**src/rtl/sdrcol_pkg.sv**
```systemverilog
package sdrcol_pkg;

  localparam int LEN_CODE_W = 3;
  localparam int SPAN_W     = 3;

  typedef enum logic [LEN_CODE_W-1:0] {
    LEN_1    = 3'b000,
    LEN_2    = 3'b001,
    LEN_4    = 3'b010,
    LEN_8    = 3'b011,
    LEN_PAGE = 3'b111
  } len_code_e;

  typedef enum logic {
    ORDER_SEQ = 1'b0,
    ORDER_XOR = 1'b1
  } order_e;

  // page: run until stop/restart; span_lg: log2 of the fixed burst length
  typedef struct packed {
    logic              page;
    order_e            order;
    logic [SPAN_W-1:0] span_lg;
  } burst_mode_t;

endpackage

```
**src/rtl/sdrcol_rst_sync.sv**
```systemverilog
module sdrcol_rst_sync (
  input  logic clk,
  input  logic rst_n,
  output logic rst_sync_n
);

  logic stage_q;
  logic out_q;

  always_ff @(posedge clk or negedge rst_n) begin
    if (!rst_n) begin
      stage_q <= 1'b0;
      out_q   <= 1'b0;
    end else begin
      stage_q <= 1'b1;
      out_q   <= stage_q;
    end
  end

  assign rst_sync_n = out_q;

endmodule

```
**src/rtl/sdrcol_mode_dec.sv**
```systemverilog
module sdrcol_mode_dec
  import sdrcol_pkg::*;
(
  input  logic [LEN_CODE_W-1:0] len_code,
  input  logic                  order_xor,
  output burst_mode_t           mode
);

  always_comb begin
    mode.page    = 1'b0;
    mode.order   = order_xor ? ORDER_XOR : ORDER_SEQ;
    mode.span_lg = '0;
    case (len_code)
      LEN_1:    mode.span_lg = 3'd0;
      LEN_2:    mode.span_lg = 3'd1;
      LEN_4:    mode.span_lg = 3'd2;
      LEN_8:    mode.span_lg = 3'd3;
      LEN_PAGE: begin
        mode.page  = 1'b1;
        mode.order = ORDER_SEQ;
      end
      default:  mode.span_lg = 3'd0;
    endcase
  end

endmodule

```
**src/rtl/sdrcol_seq_ctrl.sv**
```systemverilog
module sdrcol_seq_ctrl
  import sdrcol_pkg::*;
#(
  parameter int COL_W = 8
) (
  input  logic             clk,
  input  logic             rst_n,
  input  logic             ce,
  input  logic             start,
  input  logic             stop,
  input  logic [COL_W-1:0] start_col,
  input  burst_mode_t      mode_in,
  output logic             active,
  output logic [COL_W-1:0] beat,
  output logic [COL_W-1:0] base,
  output burst_mode_t      mode,
  output logic             at_max,
  output logic             stop_err
);

  logic             active_q, active_d;
  logic [COL_W-1:0] beat_q,   beat_d;
  logic [COL_W-1:0] base_q,   base_d;
  burst_mode_t      mode_q,   mode_d;
  logic             err_q,    err_d;
  logic [COL_W-1:0] beat_max;
  logic             final_beat;

  // highest beat index of a fixed-length burst
  always_comb begin
    for (int i = 0; i < COL_W; i++) begin
      beat_max[i] = (int'(mode_q.span_lg) > i);
    end
  end

  assign final_beat = !mode_q.page && (beat_q == beat_max);

  always_comb begin
    active_d = active_q;
    beat_d   = beat_q;
    base_d   = base_q;
    mode_d   = mode_q;
    err_d    = 1'b0;
    if (ce) begin
      if (start) begin
        active_d = 1'b1;
        beat_d   = '0;
        base_d   = start_col;
        mode_d   = mode_in;
      end else if (active_q) begin
        if (mode_q.page) begin
          if (stop) active_d = 1'b0;
          else      beat_d   = beat_q + 1'b1;
        end else begin
          if (stop) err_d = 1'b1;
          if (final_beat) active_d = 1'b0;
          else            beat_d   = beat_q + 1'b1;
        end
      end
    end
  end

  always_ff @(posedge clk or negedge rst_n) begin
    if (!rst_n) begin
      active_q <= 1'b0;
      beat_q   <= '0;
      base_q   <= '0;
      mode_q   <= '0;
      err_q    <= 1'b0;
    end else begin
      active_q <= active_d;
      beat_q   <= beat_d;
      base_q   <= base_d;
      mode_q   <= mode_d;
      err_q    <= err_d;
    end
  end

  assign active   = active_q;
  assign beat     = beat_q;
  assign base     = base_q;
  assign mode     = mode_q;
  assign at_max   = (beat_q == beat_max);
  assign stop_err = err_q;

endmodule

```
**src/rtl/sdrcol_addr_form.sv**
```systemverilog
module sdrcol_addr_form
  import sdrcol_pkg::*;
#(
  parameter int COL_W = 8
) (
  input  logic [COL_W-1:0] base,
  input  logic [COL_W-1:0] beat,
  input  burst_mode_t      mode,
  output logic [COL_W-1:0] col
);

  logic [COL_W-1:0] step_val;
  logic [COL_W-1:0] in_win;

  assign step_val = (mode.order == ORDER_XOR) ? (base ^ beat) : (base + beat);

  for (genvar i = 0; i < COL_W; i++) begin : g_bit
    assign in_win[i] = mode.page || (int'(mode.span_lg) > i);
    assign col[i]    = in_win[i] ? step_val[i] : base[i];
  end

endmodule

```
**src/rtl/sdram_burst_colgen.sv**
```systemverilog
module sdram_burst_colgen
  import sdrcol_pkg::*;
#(
  parameter int COL_W = 8
) (
  input  logic                  clk,
  input  logic                  rst_n,
  input  logic                  ce,
  input  logic                  start,
  input  logic [COL_W-1:0]      start_col,
  input  logic [LEN_CODE_W-1:0] len_code,
  input  logic                  order_xor,
  input  logic                  stop,
  output logic [COL_W-1:0]      col_out,
  output logic                  valid,
  output logic                  last_beat,
  output logic                  stop_illegal
);

  logic             rst_sync_n;
  burst_mode_t      mode_in;
  burst_mode_t      mode_cur;
  logic             act;
  logic [COL_W-1:0] beat;
  logic [COL_W-1:0] base;
  logic [COL_W-1:0] col_raw;
  logic             at_max;
  logic             cur_page;

  sdrcol_rst_sync u_rst (
    .clk        (clk),
    .rst_n      (rst_n),
    .rst_sync_n (rst_sync_n)
  );

  sdrcol_mode_dec u_dec (
    .len_code  (len_code),
    .order_xor (order_xor),
    .mode      (mode_in)
  );

  sdrcol_seq_ctrl #(.COL_W(COL_W)) u_ctrl (
    .clk       (clk),
    .rst_n     (rst_sync_n),
    .ce        (ce),
    .start     (start),
    .stop      (stop),
    .start_col (start_col),
    .mode_in   (mode_in),
    .active    (act),
    .beat      (beat),
    .base      (base),
    .mode      (mode_cur),
    .at_max    (at_max),
    .stop_err  (stop_illegal)
  );

  sdrcol_addr_form #(.COL_W(COL_W)) u_addr (
    .base (base),
    .beat (beat),
    .mode (mode_cur),
    .col  (col_raw)
  );

  assign cur_page  = mode_cur.page;
  assign valid     = act;
  assign col_out   = act ? col_raw : '0;
  assign last_beat = act && !cur_page && at_max;

endmodule

```
**config.mk**
```make
export PLATFORM = sky130hd
export DESIGN_NAME = sdram_burst_colgen
export DESIGN_NICKNAME = d
export VERILOG_FILES = /design/src/rtl/sdrcol_pkg.sv /design/src/rtl/sdrcol_rst_sync.sv /design/src/rtl/sdrcol_mode_dec.sv /design/src/rtl/sdrcol_seq_ctrl.sv /design/src/rtl/sdrcol_addr_form.sv /design/src/rtl/sdram_burst_colgen.sv
export SDC_FILE = /design/constraint.sdc
export NUM_CORES = 1
export LEC_CHECK = 0
export ABC_AREA = 1
export BUFFER_PORTS_ARGS = -buffer_cell sky130_fd_sc_hd__buf_2
export CAP_MARGIN = 20
export CORE_MARGIN = 4
export CORE_UTILIZATION = 57
export DETAILED_ROUTE_END_ITERATION = 8
export PLACE_DENSITY = 0.81
export SLEW_MARGIN = 20
export SYNTH_ARGS = -nofsm -noshare
export SYNTH_HDL_FRONTEND = slang
export SYNTH_HIERARCHICAL = 1
export SYNTH_SLANG_ARGS = --single-unit
```
**constraint.sdc**
```tcl
create_clock -name clk -period 1.9 [get_ports clk]
set_input_delay 0.095 -clock clk [delete_from_list [all_inputs] [get_ports clk]]
set_output_delay 0.095 -clock clk [all_outputs]
set_load 0.03 [all_outputs]
```
After elaboration in Yosys (flattened, before gate mapping)

Cells that the tools add are included.

Add/sub/neg operators: 2
$lt $le $gt $ge: 7
Equality and inequality tests: 7
Muxes and demuxes: 28
Bitwise logic cells: 1
Reductions and logical operators: 14

Operators with widths:

| cell                | count |
|---|---|
| $mux 8              | 7 |
| $mux 1              | 19 |
| $gt 3x3->1 const B  | 3 |
| $add 8x1->8 const B | 1 |
| $add 8x8->8         | 1 |
| $eq 8x7->1          | 1 |
| $xor 8x8->8         | 1 |
| $logic_or 1x1->1    | 7 |
| $eq 3x2->1 const B  | 2 |
| $gt 3x1->1 const B  | 2 |
| $gt 3x2->1 const B  | 2 |
| $pmux 2 s3          | 1 |
| $reduce_and 4->1    | 1 |
| $eq 3x1->1 const B  | 1 |
| $eq 3x3->1 const B  | 1 |
| $logic_and 1x1->1   | 3 |
| $ne 3x2->1 const B  | 1 |
| $ne 3x3->1 const B  | 1 |
| $mux 2              | 1 |
| $reduce_and 2->1    | 1 |
| $reduce_bool 2->1   | 1 |
| $logic_not 1->1     | 1 |

Flip-flop bits (word level): 25
Input bits: 17
Output and inout port bits: 11
Word-level logic and storage cells: 68

Logic depth before layout (Yosys ltp)

Word-level depth: 7
Gate-level depth with buffers: 13
Mapped depth without buffers: 13

Cells and area by module

Netlist, hierarchy kept.

Modules (own cells, without submodules):

| module             | instances | cells an instance | area each (um^2) | seq. area each (um^2) |
|---|---|---|---|---|
| sdrcol_seq_ctrl    | 1         | 168               | 1228.7           | 575.6 |
| sdrcol_addr_form   | 1         | 86                | 483.0            | 0.0 |
| sdram_burst_colgen | 1         | 19                | 83.8             | 0.0 |
| sdrcol_rst_sync    | 1         | 3                 | 53.8             | 50.0 |
| sdrcol_mode_dec    | 1         | 10                | 42.5             | 0.0 |

Worst setup path before layout

OpenSTA, ideal clock, no wires.

Path type: reg-to-output
From: register u_ctrl.beat_q[0], in the netlist u_ctrl/beat[0]
To: output col_out[6]
Arrival time: 1.695 ns
Data required time: 1.805 ns
Path slack: 0.110 ns
Stages on the path, launching flop included: 12
Buffers on the path: 0
Cell sequence: dfrtp_1 > ha_1 > fa_1 > nand3_1 > nand2_1 > nand4_1 > nand2_1 > nand2_1 > nand3_1 > nand2_1 > nand2_1 > inv_1

Word-level cells in the longest chain between the ends: 4

Ends and longest elaborated chain:

| item                   | RTL line                 | text |
|---|---|---|
| from (decl)            | sdrcol_seq_ctrl.sv:22    | `logic [COL_W-1:0] beat_q, beat_d;` |
| from (signal assigned) | sdrcol_seq_ctrl.sv:72    | `beat_q <= beat_d;` |
| $add 8x8->8            | sdrcol_addr_form.sv:15   | `assign step_val = (mode.order == ORDER_XOR) ? (base ^ beat) : (base + beat);` |
| $mux 8                 | sdrcol_addr_form.sv:15   |  |
| $mux 1                 | sdrcol_addr_form.sv:19   | `assign col[i] = in_win[i] ? step_val[i] : base[i];` |
| named net col_raw[6]   | sdram_burst_colgen.sv:26 | `logic [COL_W-1:0] col_raw;` |
| $mux 8                 | sdram_burst_colgen.sv:67 | `assign col_out = act ? col_raw : '0;` |
| to (decl)              | sdram_burst_colgen.sv:14 | `output logic [COL_W-1:0] col_out,` |

The timed path passes the listed nets, and every way through them passes these cells.

Worst setup path in the final report

From: register u_ctrl.base_q[0], in the netlist u_ctrl/base[0]
To: output col_out[6]

Word-level cells in the longest chain between the ends: 4

Ends and longest elaborated chain:

| item                   | RTL line                 | text |
|---|---|---|
| from (decl)            | sdrcol_seq_ctrl.sv:23    | `logic [COL_W-1:0] base_q, base_d;` |
| from (signal assigned) | sdrcol_seq_ctrl.sv:73    | `base_q <= base_d;` |
| $add 8x8->8            | sdrcol_addr_form.sv:15   |  |
| $mux 8                 | sdrcol_addr_form.sv:15   |  |
| $mux 1                 | sdrcol_addr_form.sv:19   |  |
| named net col_raw[6]   | sdram_burst_colgen.sv:26 |  |
| $mux 8                 | sdram_burst_colgen.sv:67 |  |

The timed path passes the listed nets, and every way through them passes these cells.

==> reports/metrics.csv <==
metric,value,unit
cts_tree,done,
setup_ws,-0.286,ns
portBuffers,27,
rr_startpoint,u_ctrl/mode[1],
nets,377,
cts-root-buf,clkbuf_4,
clockPowerShare,14.2,%
placed_cell_area,2110,sq um
vias,2221,
die-area,4300,sq um
rr_endpoint,u_ctrl/beat[2],
die_w,65.6,um
clkLatencyLatePin,0.34,ns
min_path_cells,4,
synth_cell_types,34,
grt_pass1_wl,8580,um
power_density,695,nW/um^2
htreeDepth,1,
final.setup_skew,0.0113,ns
period_share,115,%
place.gp.congestion,0.871,
ant_nets,0,
arrival,2.09,ns
netlist_area,1890,sq um
start_util,61.0,%
synth_xor_area_share,1.39,%
synth.top_cell.area_share,33.1,%
rows,20,
dr.first_iter.drc_count,223,
r2r_setup_slack,-0.06,ns
wire_per_inst,15.8,um
synthMuxAreaShare,0.794,%
grt_use_total,25.6,%
num_antenna_cells,0,
yosysWarnings,6,
total_power,1.84,mW
cts_made_buffers,3,
synthAdderAreaFrac,6.35,%
wirelength,6210,um
leakage,1.42,nW
hpwl,3340,um
setup_viol,16,
cap_violations,0,
first_pass_iters,5,
grt_pass1_vias,1953,
ir_drop,0.635,mV
violations,negative setup slack,
pwr-share-seq,35.8,%
viasPerCell,5.64,
rsz0062_at_grt,true,
cts_buffer_depth,2,
synth-seq-area-share,33.1,%
period_minus_slack,2.19,ns
critPathLaunchType,register,
pin_count,28,
netSwitchingFraction,42.5,%
cp.required,1.80,ns
place_ws,0.0353,ns
hp-start,len_code[2],
grt.overflow.total,0,
combPwrFrac,49.9,%
hold_path_class,input pin to register,
cts.sinks,25,
syn_nets,312,
internal_power,1.06,mW
final_util,85.2,%
synth.largest_area_cell,dfrtp_1,
grt_max_degree,18,
endpoint_kind,output pin,
area_growth,39.7,%
clkTransAtPathRegs,0.16,ns
antenna_found_initial,0,
synth_compound_area_share,6.42,%
drive_above_1_share,32.3,%
hold_viol_final,0,
die_h,65.6,um
outcome,"finished, violations left",
hold_slack,0.0200,ns
holdPathEnd,u_ctrl/mode[1],
drc_errors,0,
design_area,2640,sq um
synth-simple-area-share,40.5,%
avgSynthCellArea,6.61,sq um
drv_slew,0,
syn_inst,286,
fmax,457,MHz
core-area,3100,sq um
synth_top_family_by_area,simple AND/OR/NAND/NOR gates,
switchingPower,0.782,mW
synth_seq_cells,25,
cp_max_fo,3,
synth.area.top_cells,"dfrtp_1 (33%), nand2_1 (21%), inv_1 (7.5%)",
reg2reg_depth,12,
worstSetupPathType,register to output pin,
## area by class of cell
| class | count | area [sq um] |
|---|---|---|
| multi-input combinational | 211 | 1240 |
| clock buffer | 3 | 22.5 |
| fill | 178 | 459 |
| sequential | 25 | 632 |
| timing repair buffer | 67 | 523 |
| inverter | 43 | 161 |
| clock inverter | 1 | 7.51 |
| tap | 44 | 55.1 |
## timing repair
item	4_1_cts	5_1_grt
pin swaps	8	19
resized for setup	38	26
endpoints found under the hold margin	12	0
endpoints found under the setup margin	9	9
hold buffers	11	0
setup buffers	8	12
## cells in the final DEF, fill, tap and decap left out, types with 2 or more instances in the layout
cell type       n
o211ai_1        2
a21oi_1         8
buf_6          10
nor4_1          2
buf_2          18
dfrtp_2         5
o21ai_1         5
inv_1          33
xor2_1          2
nand3_1        22
nand2_1        99
dfrtp_1        20
inv_2          10
o21ai_0         3
nand3_2         7
nand4_1         4
nor2_1         15
clkbuf_4        3
buf_4          28
conb_1          2
nor3_1          3
ha_4            6
nor3b_1         2
nand2_2         8
nand2_4         3
dlygate4sd3_1  11
nor2_4          4
nor2_2          2
## power groups by stage
stage / clock [mW] / sequential (mW) / combinational (mW)
6_report: 0.261 / 0.659 / 0.918
5_1_grt: 0.288 / 0.668 / 0.980
4_1_cts: 0.267 / 0.650 / 0.756
3_5_place_dp: 0 / 0.658 / 0.615
3_3_place_gp: 0 / 0.657 / 0.603
2_1_floorplan: 0 / 0.664 / 0.446
## critical path: stages (launching register included)
cell and delay, ns:
dfrtp_1 0.42, ha_2 0.20, fa_2 0.35, nand3_2 0.08, nand2_2 0.07, nand4_1 0.11
nand2_1 0.06, nand2_1 0.06, nand3_1 0.07, nand2_1 0.09, nand2_2 0.06, inv_2 0.06
buf_6 0.12
## how the worst max path moves through the flow
stage                  to  depth (start not counted)      startpoint
2_1_floorplan  col_out[6]                         11  u_ctrl/beat[0]
3_3_place_gp   col_out[6]                         12  u_ctrl/base[0]
3_5_place_dp   col_out[6]                         12  u_ctrl/base[0]
4_1_cts        col_out[6]                         12  u_ctrl/beat[0]
5_1_grt        col_out[6]                         12  u_ctrl/beat[0]
6_report       col_out[6]                         12  u_ctrl/base[0]
## cell usage after synthesis
| cell type | count |
|---|---|
| o211ai_1 | 2 |
| o31ai_1 | 1 |
| inv_1 | 38 |
| nand2_4 | 2 |
| a21oi_1 | 8 |
| nor2_2 | 3 |
| nor3_1 | 3 |
| nor2_1 | 17 |
| nor2_4 | 1 |
| dfrtp_1 | 25 |
| ha_1 | 8 |
| nand3_2 | 1 |
| nor3b_1 | 2 |
| clkbuf_1 | 2 |
| or2_4 | 1 |
| buf_6 | 2 |
| nand3_1 | 28 |
| buf_2 | 2 |
| o21ai_1 | 5 |
| xnor2_1 | 1 |
| o21bai_1 | 1 |
| nand2_1 | 106 |
| buf_4 | 1 |
| mux2_4 | 1 |
| nand3b_1 | 1 |
| inv_2 | 5 |
| o22ai_1 | 1 |
| fa_1 | 1 |
| o21ai_0 | 4 |
| nor4_1 | 3 |
| nand2_2 | 2 |
| conb_1 | 2 |
| xor2_1 | 2 |
| nand4_1 | 4 |
## metal layers
metal,vias up,GRT usage (%),share of wire (%)
met5,-,0,0
met4,0,9.84,4.8
li1,1023,-,-
met2,150,43.4,48
met3,37,4.79,8.5
met1,1011,32.1,38
## logic make-up after synthesis
kind of cell,after synthesis
simple gates,174
buf+inv,50
flops,25
compound gates,22
fa+ha+maj,9
xor+xnor,3
other cells,2
mux,1
## registers in the layout, summed over array words and instances (netlist names)
| register | count |
|---|---|
| u_ctrl/beat | 8 |
| u_ctrl/base | 8 |
| u_ctrl/mode | 5 |
| u_ctrl/stop_err | 1 |
| u_ctrl/active | 1 |
| u_rst/rst_sync_n | 1 |
| u_rst/stage_q | 1 |
## through the flow
step | TNS, ns | cells
floorplan | 0 | 286
finish | -1.88 | 394
detailed placement | 0 | 360
CTS | -1.03 | 383
global placement | 0 | 360
global route | -3.61 | 394
Note: power is estimated with default switching activity, not from simulation.
